--- src/rtl/flash_cmd_pkg.sv ---
// Package: shared mode encoding and command opcodes for the flash command sequencer.
// Assumes 8-bit command bytes; the mode encoding is visible at the top-level port.
package flash_cmd_pkg;
    typedef enum logic [1:0] {
        M_READ = 2'd0,
        M_ERA  = 2'd1,
        M_PRG  = 2'd2,
        M_VFY  = 2'd3
    } mode_t;

    localparam logic [7:0] OP_READ   = 8'h00;
    localparam logic [7:0] OP_ERA    = 8'h20;
    localparam logic [7:0] OP_BULK   = 8'h30;
    localparam logic [7:0] OP_PRG    = 8'h40;
    localparam logic [7:0] OP_EVFY   = 8'hA0;
    localparam logic [7:0] OP_PVFY   = 8'hC0;
    localparam logic [7:0] OP_RESET  = 8'hFF;
endpackage

--- src/rtl/flash_busy_timer.sv ---
// Busy timer: on start, holds busy high for exactly BUSY_CYC cycles.
// Assumes start only arrives while busy is low (the decoder gates it).
module flash_busy_timer #(
    parameter int BUSY_CYC = 6
) (
    input  logic clk,
    input  logic rst_n,
    input  logic start,
    output logic busy
);
    localparam int CW = $clog2(BUSY_CYC + 1);
    localparam logic [CW-1:0] LOAD = CW'(BUSY_CYC);

    logic [CW-1:0] cnt;

    // Load on start, count down to zero otherwise.
    always_ff @(posedge clk) begin
        if (!rst_n)          cnt <= '0;
        else if (start)      cnt <= LOAD;
        else if (cnt != '0)  cnt <= cnt - 1'b1;
    end

    assign busy = (cnt != '0);

    assert_busy_rises_R7: assert property (@(posedge clk) disable iff (!rst_n)
        start |=> busy);
    assert_cnt_bounded_R7: assert property (@(posedge clk) disable iff (!rst_n)
        cnt <= LOAD);
endmodule

--- src/rtl/flash_cmd_decode.sv ---
// Command decoder: tracks the mode, arms erase/program, and emits one-cycle
// operation strobes. Assumes one command per wr_en cycle; writes are dropped while busy.
module flash_cmd_decode
    import flash_cmd_pkg::*;
#(
    parameter int AW = 4,
    parameter int DW = 8
) (
    input  logic          clk,
    input  logic          rst_n,
    input  logic          wr_en,
    input  logic          busy,
    input  logic [AW-1:0] addr,
    input  logic [DW-1:0] wdata,
    output mode_t         state,
    output logic          era_go,
    output logic          era_bulk,
    output logic          prg_go,
    output logic [AW-1:0] vaddr,
    output logic          vkind_prg,
    output logic [DW-1:0] pexp
);
    logic  acc;
    logic  is_confirm;
    mode_t nxt;

    assign acc        = wr_en && !busy;
    assign is_confirm = (wdata[7:0] == OP_ERA) || (wdata[7:0] == OP_BULK);
    assign era_go     = acc && (state == M_ERA) && is_confirm;
    assign era_bulk   = (wdata[7:0] == OP_BULK);
    assign prg_go     = acc && (state == M_PRG);

    // Next-mode selection for an accepted write.
    always_comb begin
        nxt = state;
        if (acc) begin
            unique case (state)
                M_ERA, M_PRG: nxt = M_READ;
                default: begin
                    case (wdata[7:0])
                        OP_ERA:             nxt = M_ERA;
                        OP_PRG:             nxt = M_PRG;
                        OP_EVFY, OP_PVFY:   nxt = M_VFY;
                        OP_READ, OP_RESET:  nxt = M_READ;
                        default:            nxt = state;
                    endcase
                end
            endcase
        end
    end

    // Mode register.
    always_ff @(posedge clk) begin
        if (!rst_n) state <= M_READ;
        else        state <= nxt;
    end

    // Verify location and kind, latched by a verify command.
    always_ff @(posedge clk) begin
        if (!rst_n) begin
            vaddr     <= '0;
            vkind_prg <= 1'b0;
        end else if (acc && (state == M_READ || state == M_VFY) &&
                     (wdata[7:0] == OP_EVFY || wdata[7:0] == OP_PVFY)) begin
            vaddr     <= addr;
            vkind_prg <= (wdata[7:0] == OP_PVFY);
        end
    end

    // Expected program-verify value: data of the last program write.
    always_ff @(posedge clk) begin
        if (!rst_n)      pexp <= '1;
        else if (prg_go) pexp <= wdata;
    end

    assert_busy_ignores_R8: assert property (@(posedge clk) disable iff (!rst_n)
        (busy && wr_en) |=> $stable(state));
    assert_abort_to_read_R5: assert property (@(posedge clk) disable iff (!rst_n)
        (state == M_ERA && wr_en && !busy && wdata[7:0] != OP_ERA && wdata[7:0] != OP_BULK)
        |=> (state == M_READ));
    assert_read_after_op_R12: assert property (@(posedge clk) disable iff (!rst_n)
        (state == M_PRG && wr_en && !busy) |=> (state == M_READ && busy));
endmodule

--- src/rtl/flash_array.sv ---
// Behavioural flash array: erased words are all ones; erase clears a sector or
// the whole array to ones, program ANDs data in. Registered read port.
// Assumes era_go and prg_go are never high together.
module flash_array #(
    parameter int AW      = 4,
    parameter int DW      = 8,
    parameter int SECT_AW = 2
) (
    input  logic          clk,
    input  logic          rst_n,
    input  logic          era_go,
    input  logic          era_bulk,
    input  logic          prg_go,
    input  logic [AW-1:0] op_addr,
    input  logic [DW-1:0] op_data,
    input  logic [AW-1:0] raddr,
    output logic [DW-1:0] rdata
);
    localparam int DEPTH = 1 << AW;

    logic [DW-1:0] mem [DEPTH];

    // Array update: reset and erase to ones, program by AND.
    always_ff @(posedge clk) begin
        for (int w = 0; w < DEPTH; w++) begin
            if (!rst_n)
                mem[w] <= '1;
            else if (era_go && (era_bulk || ((AW'(w) >> SECT_AW) == (op_addr >> SECT_AW))))
                mem[w] <= '1;
            else if (prg_go && (AW'(w) == op_addr))
                mem[w] <= mem[w] & op_data;
        end
    end

    // Registered read port.
    always_ff @(posedge clk) begin
        if (!rst_n) rdata <= '1;
        else        rdata <= mem[raddr];
    end

    // Checker state: the last operation, for the properties below.
    logic          prg_q, era_q;
    logic [AW-1:0] a_q;
    logic [DW-1:0] old_q, d_q;
    always_ff @(posedge clk) begin
        if (!rst_n) begin
            prg_q <= 1'b0; era_q <= 1'b0; a_q <= '0; old_q <= '0; d_q <= '0;
        end else begin
            prg_q <= prg_go; era_q <= era_go; a_q <= op_addr;
            old_q <= mem[op_addr]; d_q <= op_data;
        end
    end

    assert_program_and_R6: assert property (@(posedge clk) disable iff (!rst_n)
        prg_q |-> (mem[a_q] == (old_q & d_q)));
    assert_erase_ones_R3: assert property (@(posedge clk) disable iff (!rst_n)
        era_q |-> (mem[a_q] == '1));
endmodule

--- src/rtl/flash_cmd_seq.sv ---
// Top: flash command sequencer. Connects the decoder, busy timer and array,
// steers the read address in verify mode and forms the verify flag.
module flash_cmd_seq
    import flash_cmd_pkg::*;
#(
    parameter int AW       = 4,
    parameter int DW       = 8,
    parameter int SECT_AW  = 2,
    parameter int BUSY_CYC = 6
) (
    input  logic          clk,
    input  logic          rst_n,
    input  logic          wr_en,
    input  logic [AW-1:0] addr,
    input  logic [DW-1:0] wdata,
    output logic [DW-1:0] rdata,
    output logic          busy,
    output logic [1:0]    mode,
    output logic          vfy_ok
);
    mode_t         state;
    logic          era_go, era_bulk, prg_go, vkind_prg;
    logic [AW-1:0] vaddr, raddr;
    logic [DW-1:0] pexp;

    flash_cmd_decode #(.AW(AW), .DW(DW)) u_dec (
        .clk(clk), .rst_n(rst_n), .wr_en(wr_en), .busy(busy),
        .addr(addr), .wdata(wdata), .state(state),
        .era_go(era_go), .era_bulk(era_bulk), .prg_go(prg_go),
        .vaddr(vaddr), .vkind_prg(vkind_prg), .pexp(pexp)
    );

    flash_busy_timer #(.BUSY_CYC(BUSY_CYC)) u_tmr (
        .clk(clk), .rst_n(rst_n), .start(era_go || prg_go), .busy(busy)
    );

    flash_array #(.AW(AW), .DW(DW), .SECT_AW(SECT_AW)) u_arr (
        .clk(clk), .rst_n(rst_n), .era_go(era_go), .era_bulk(era_bulk),
        .prg_go(prg_go), .op_addr(addr), .op_data(wdata),
        .raddr(raddr), .rdata(rdata)
    );

    // Verify mode pins the read port to the latched location.
    assign raddr  = (state == M_VFY) ? vaddr : addr;
    assign mode   = state;
    // Verify flag: erased check or match against the last program data.
    assign vfy_ok = (state == M_VFY) && (vkind_prg ? (rdata == pexp) : (rdata == '1));

    assert_one_op_R7: assert property (@(posedge clk) disable iff (!rst_n)
        !(era_go && prg_go));
    assert_no_op_busy_R8: assert property (@(posedge clk) disable iff (!rst_n)
        busy |-> !(era_go || prg_go));
endmodule

--- config.mk ---
export PLATFORM = sky130hd
export DESIGN_NAME = flash_cmd_seq
export DESIGN_NICKNAME = d
export VERILOG_FILES = /design/src/rtl/flash_cmd_pkg.sv /design/src/rtl/flash_busy_timer.sv /design/src/rtl/flash_cmd_decode.sv /design/src/rtl/flash_array.sv /design/src/rtl/flash_cmd_seq.sv
export SDC_FILE = /design/constraint.sdc
export NUM_CORES = 1
export LEC_CHECK = 0
export ABC_AREA = 0
export BUFFER_PORTS_ARGS = -buffer_cell sky130_fd_sc_hd__buf_2
export CAP_MARGIN = 20
export CELL_PAD_IN_SITES_DETAIL_PLACEMENT = 1
export CELL_PAD_IN_SITES_GLOBAL_PLACEMENT = 2
export CORE_MARGIN = 5
export CORE_UTILIZATION = 46
export DETAILED_ROUTE_END_ITERATION = 6
export HOLD_SLACK_MARGIN = 0.1
export PLACE_DENSITY_LB_ADDON = 0.1
export SLEW_MARGIN = 30
export SYNTH_ARGS = -nofsm -noshare
export SYNTH_HDL_FRONTEND = slang
export SYNTH_SLANG_ARGS = --single-unit
--- constraint.sdc ---
create_clock -name clk -period 4.3 [get_ports clk]
set_clock_uncertainty 0.05 [all_clocks]
set_input_delay 0.43 -clock clk [delete_from_list [all_inputs] [get_ports clk]]
set_output_delay 0.43 -clock clk [all_outputs]
set_load 0.03 [all_outputs]
Word level (Yosys, flattened, before mapping)
Memory sizes are Yosys's and may differ from the RTL's. A register that Yosys moved wholly into a read port is not among the register bits.
Index checks and enable logic that the tools add are counted.
{ "totals": {"ff_bits": 18, "ram_bits": 128, "inputBits": 15, "out_inout_bits": 12, "elab_cells": 250, "memories": 1} }
{ "memory_table": {"columns": ["memory", "depth", "width", "rd", "rd_ports_with_merged_regs", "write_ports", "line", "source"], "rows": [
  ["u_arr.mem", 16, 8, 17, 1, 16, "flash_array.sv:21", "logic [DW-1:0] mem [DEPTH];"]
]} }
{ "op_classes": {"add_sub_neg": 1, "n_eq_ne": 29, "muxes": 115, "bitwise_logic": 49, "n_reduce_logical": 49} }
{ "ops": {"columns": ["cell", "n"], "rows": [
  ["8-bit two-way mux", 32],
  ["8-bit AND", 16],
  ["1-bit two-way mux", 78],
  ["4-bit equality test (first input constant)", 8],
  ["8-bit equality test (second input constant)", 4],
  ["1-bit OR", 32],
  ["1-bit logical AND", 27],
  ["3-bit by 4-bit equality test with 1-bit output (first input constant)", 4],
  ["8-bit by 6-bit equality test with 1-bit output (second input constant)", 2],
  ["2-bit by 4-bit equality test with 1-bit output (first input constant)", 2],
  ["8-bit by 7-bit equality test with 1-bit output (second input constant)", 1],
  ["8-bit equality test", 1],
  ["4-bit logical NOT", 2],
  ["8-bit logical NOT", 1],
  ["1-bit logical OR", 8],
  ["2-bit case mux with 4 select lines", 1],
  ["2-bit OR reduction", 4],
  ["3-bit two-way mux", 2],
  ["5-bit nonzero test", 1],
  ["1-bit by 4-bit equality test with 1-bit output (first input constant)", 1],
  ["2-bit equality test (first input constant)", 2],
  ["2-bit equality test (second input constant)", 2],
  ["4-bit two-way mux", 1],
  ["3-bit nonzero test", 1],
  ["9 further kinds", 10]
]} }

Longest topological paths before layout
{ "logic_depth": {"depth_word": 11, "ltp_mapped": 10, "depth_no_buf": 7} }

Modules after synthesis
From an unflattened synthesis, not the netlist that was laid out.
{ "hier_totals": {"cells_unflattened": 669, "area_unflattened_um2": 7526.0} }
{ "modules_own_cells": {"columns": ["mod", "n_inst", "cells_per_inst", "area_each_um2", "seq_area_each_um2"], "rows": [
  ["flash_array", 1, 526, 6374.9, 4003.8],
  ["flash_cmd_decode", 1, 94, 760.7, 300.3],
  ["flash_cmd_seq", 1, 33, 224.0, 0.0],
  ["flash_busy_timer", 1, 16, 166.4, 60.1]
]} }

Least setup slack after synthesis
No wires, ideal clock.
{ "synth_path": {"kind": "reg-to-reg", "start": "register u_dec.state[0]", "end": "memory u_arr.mem[5][0] (enable)", "setup_time_ps": 384, "arrival_ps": 2119, "required_time_ps": 3866, "slack_ps": 1747, "path_stages_with_launch": 7, "n_path_buf": 0, "period_less_slack_ps": 2553, "cell_sequence": "dfxtp_1 > ha_1 > nor4bb_1 > nand4_1 > nor2_1 > nor2_1 > o21ai_0"} }
{ "synth_rtl": {"columns": ["item", "line", "source"], "rows": [
  ["start, declared", "flash_cmd_decode.sv:15", "output mode_t state,"],
  ["start signal, assigned", "flash_cmd_decode.sv:55", "else state <= nxt;"],
  ["end, declared", "flash_array.sv:21", null]
]} }

Final worst setup path
{ "layout_path": {"start": "register u_dec.state[1]", "end": "register u_arr.rdata[3], read port of u_arr.mem"} }
{ "layout_via": {"elab_chain_len": 2} }
{ "layout_rtl": {"columns": ["item", "line", "source"], "rows": [
  ["2-bit equality test", "flash_cmd_seq.sv:44", "assign raddr = (state == M_VFY) ? vaddr : addr;"],
  ["4-bit two-way mux", "flash_cmd_seq.sv:44", null],
  ["end, declared", "flash_array.sv:17", "output logic [DW-1:0] rdata"]
]} }
No other way between the ends.
A chain may end at the register's enable or synchronous reset.

==> key figures <==
Logic synthesis
  – Dominant cells by area after synthesis: sky130_fd_sc_hd__edfxtp_1, sky130_fd_sc_hd__nand2_1, sky130_fd_sc_hd__dfxtp_1, sky130_fd_sc_hd__a21o_1, sky130_fd_sc_hd__mux4_2
  – Gate Count Post-Synth: 649
  – Syn nets: 669
  – EDFF count, synth: 128
  – Most common library cells after synthesis: sky130_fd_sc_hd__nand2_1, sky130_fd_sc_hd__edfxtp_1, sky130_fd_sc_hd__a21o_1
  – Most instantiated flip-flop cell in the synthesis netlist: sky130_fd_sc_hd__edfxtp_1
  – Area leader, netlist: sky130_fd_sc_hd__edfxtp_1
  – Most frequent cell after synthesis: sky130_fd_sc_hd__nand2_1
  – Area share of the largest cell type after synthesis: 50.3%
  – Count of state elements after synthesis: 154
  – Post-Synthesis Mean Instance Area: 11.8 sq um
  – Count of different cell masters after synthesis: 54
  – Seq/Total Area, Yosys: 57.2%
  – Warnings from Yosys: 0
  – Post-synthesis async set-or-reset flop share: 0%
  – Cell area after synthesis: 7640 sq um

Worst setup path
  – Max FO, Critical Path: 28
  – Worst EP arrival: 3330 ps
  – Crit path kind: flip-flop to flip-flop
  – FF-to-FF path depth: 6
  – Timing endpoint of the critical path: u_arr.rdata[3]
  – End of the worst register-to-register path: u_arr.rdata[3]
  – Crit path launch: u_dec.state[1]
  – Slack of the worst reg-to-reg path: 1210 ps
  – CP required: 4530 ps
  – Launch point of the worst reg-to-reg path: u_dec.state[1]
  – Startpoint type of the worst setup path: flip-flop
  – Element type at the critical path end: flip-flop

Pwr
  – Pwr dens: 383 nW/um^2
  – Internal Pwr Total: 2470 uW
  – LEAKAGE: 0.00263 uW
  – Net load switching power: 787 uW
  – Worst vdd ir: 277 uV
  – Switch share: 24.1%
  – Part of the total power dissipated in the clock network: 43.5%
  – Share of power burned in combinational logic: 6.9%
  – Sequential fraction of design power: 49.7%

Place
  – Port Buffers: 26
  – Total placed instance area: 7950 sq um
  – Detailed-placement wirelength estimate: 15.0 mm
  – Gpl congestion: 0.812

Run status
  – Outcome: complete, no violations

Timing
  – Final clock period utilization by the worst path: 71.9%
  – Peak clock frequency supported by timing: 0.323 GHz
  – Post-layout min period: 3090 ps
  – Unrepaired setup endpoints after global routing: no
  – Slew at the pin with the worst max-slew slack: 839 ps
  – Final number of max-transition violations: 0
  – Rel. slew slack: 43.7%
  – # setup viols final: 0
  – Final Hold Fails: 0
  – Total negative slack for setup checks: 0 ps

Cells and area
  – Number of fill cells: 1,715
  – Finished Core Util: 51.8%
  – Area delta synth->final: 11.4%
  – Number of diodes: 0
  – Multi-input logic area: 2970 sq um
  – Total area of sequential cells: 4360 sq um
  – Proportion of layout cells with a drive suffix above 1: 14.9%
  – Post-Layout Inst Area: 8500 sq um
  – Net count, final: 692

CTS
  – Htree depth: 4
  – Clock latency on the worst-skew pair: 440 ps
  – Clock Sinks: 154
  – Buffers inserted during post-CTS setup optimization: 0
  – CTS clock-pin slew for the worst setup and hold paths: 60 ps
  – Post-cts hold buffer count: 0
  – TritonCTS clock tree: yes
  – PostCTS Resize Cnt: 0
  – CTS Root Buffer Type: sky130_fd_sc_hd__clkbuf_16
  – Total clock buffers created by CTS: 17
  – Worst-case clock buffer depth: 2

Min path
  – Hold Crit Class: input port to flip-flop

Floorplan
  – Number of top-level design ports: 27
  – Cell row count: 47
  – Die outline width: 139 microns
  – Starting Density: 46.5%
  – Area of the core: 16,400 sq um
  – Overall die area: 19,300 sq um
  – Vertical die dimension: 139 microns

Global route
  – Remaining global-route overflow: 0
  – Number of global-route vias before repair: 5,479
  – First-pass GRT wire length: 33.1 mm
  – Antenna violations before repair: 1
  – Largest net degree at the start of global routing: 38
  – Overall global routing resource usage: 22.6%

Detailed routing
  – Vias per cell: 5.88
  – Number of routed nets with antenna violations: 0
  – Number of vias in the routed layout: 5,322
  – Final WL: 21.3 mm
  – Detailed-route DRC error count: 0
  – First DRT Iteration DRCs: 398
  – WL per Instance: 23.6 microns
  – First-pass iteration count of the detailed router: 5

Flow run
  – Max-cap violation count: 0
==> sequential cells by signal (all words and copies together), names as in the netlist <==
register         count
u_dec.pexp           8
u_arr.mem          128
u_dec.vaddr          4
u_tmr.cnt            3
u_arr.rdata          8
u_dec.vkind_prg      1
u_dec.state          2
==> worst min-delay path by stage <==
stage | endpoint | slack, ps | from | depth (start not counted)
after floorplan | u_dec.vaddr[3] | 400 | u_dec.vaddr[3] | 2
after global placement | u_dec.vaddr[3] | 420 | u_dec.vaddr[3] | 2
after detailed placement | u_dec.pexp[2] | 430 | u_dec.pexp[2] | 2
after CTS | u_dec.vaddr[3] | 330 | addr[3] | 3
after global routing | u_dec.vaddr[1] | 350 | addr[1] | 3
final | u_dec.vaddr[3] | 350 | addr[3] | 3
==> stage by stage <==
step	power, uW	worst slack [ps]	instances	hold slack (ps)
floorplan	1810	1750	649	404
global placement	1870	1140	872	425
detailed placement	1870	1170	873	428
CTS	3280	1150	905	331
global route	3380	954	905	351
finish	3260	1210	905	347
==> routing by layer <==
metal	share of wire (%)	vias up	track usage, %
met3	3.8	18	4.10
met5	0.084	-	0
li1	-	2431	-
met2	50	107	37.6
met4	1.3	2	6.39
met1	45	2764	30.6
==> kinds of logic (layout without fill, tap and decap cells) <==
| family | after synthesis | count (layout) | share of synthesized area, % |
|---|---|---|---|
| and+or+nand+nor | 241 | 241 | 14.2 |
| xor gates and xnor gates | 4 | 4 | 0.459 |
| adders and majority gates | 5 | 5 | 0.819 |
| buffers and inverters | 55 | 91 | 3.93 |
| DFF | 154 | 154 | 57.2 |
| AOI/OAI and AO/OA | 137 | 137 | 12.1 |
| muxes | 53 | 53 | 11.3 |
==> critical path, stage by stage (launching register included) <==
cell and delay, ps:
sky130_fd_sc_hd__dfxtp_1 400, sky130_fd_sc_hd__ha_1 550, sky130_fd_sc_hd__mux2i_4 740, sky130_fd_sc_hd__buf_12 310
sky130_fd_sc_hd__mux4_2 570, sky130_fd_sc_hd__o22ai_1 210, sky130_fd_sc_hd__o21ai_1 100
==> area by class of cell <==
| type | instances | area share, % |
|---|---|---|
| Tap cell | 220 | 3.24 |
| Clock buffer | 18 | 5.05 |
| Sequential cell | 154 | 51.3 |
| Inverter | 15 | 0.662 |
| Timing Repair Buffer | 44 | 3.35 |
| Clock inverter | 14 | 1.43 |
| Multi-Input combinational cell | 440 | 34.9 |
==> power by group through the flow <==
stage / logic, uW / clock network [uW] / registers, uW
finish: 225 / 1420 / 1620
global placement: 222 / 0 / 1650
global route: 243 / 1520 / 1620
floorplan: 154 / 0 / 1650
CTS: 225 / 1440 / 1620
detailed placement: 223 / 0 / 1650
==> cells in the final DEF, fill, tap and decap left out, types with 15 or more instances in the layout <==
| master | n |
|---|---|
| sky130_fd_sc_hd__clkbuf_16 | 17 |
| sky130_fd_sc_hd__nor2_1 | 30 |
| sky130_fd_sc_hd__buf_4 | 16 |
| sky130_fd_sc_hd__inv_1 | 15 |
| sky130_fd_sc_hd__dfxtp_1 | 26 |
| sky130_fd_sc_hd__a21o_1 | 65 |
| sky130_fd_sc_hd__buf_2 | 26 |
| sky130_fd_sc_hd__mux2i_1 | 27 |
| sky130_fd_sc_hd__o22ai_1 | 16 |
| sky130_fd_sc_hd__o21ai_0 | 18 |
| sky130_fd_sc_hd__mux4_2 | 18 |
| sky130_fd_sc_hd__edfxtp_1 | 128 |
| sky130_fd_sc_hd__nand2_1 | 159 |
Note: power is estimated with default switching activity, not from simulation.
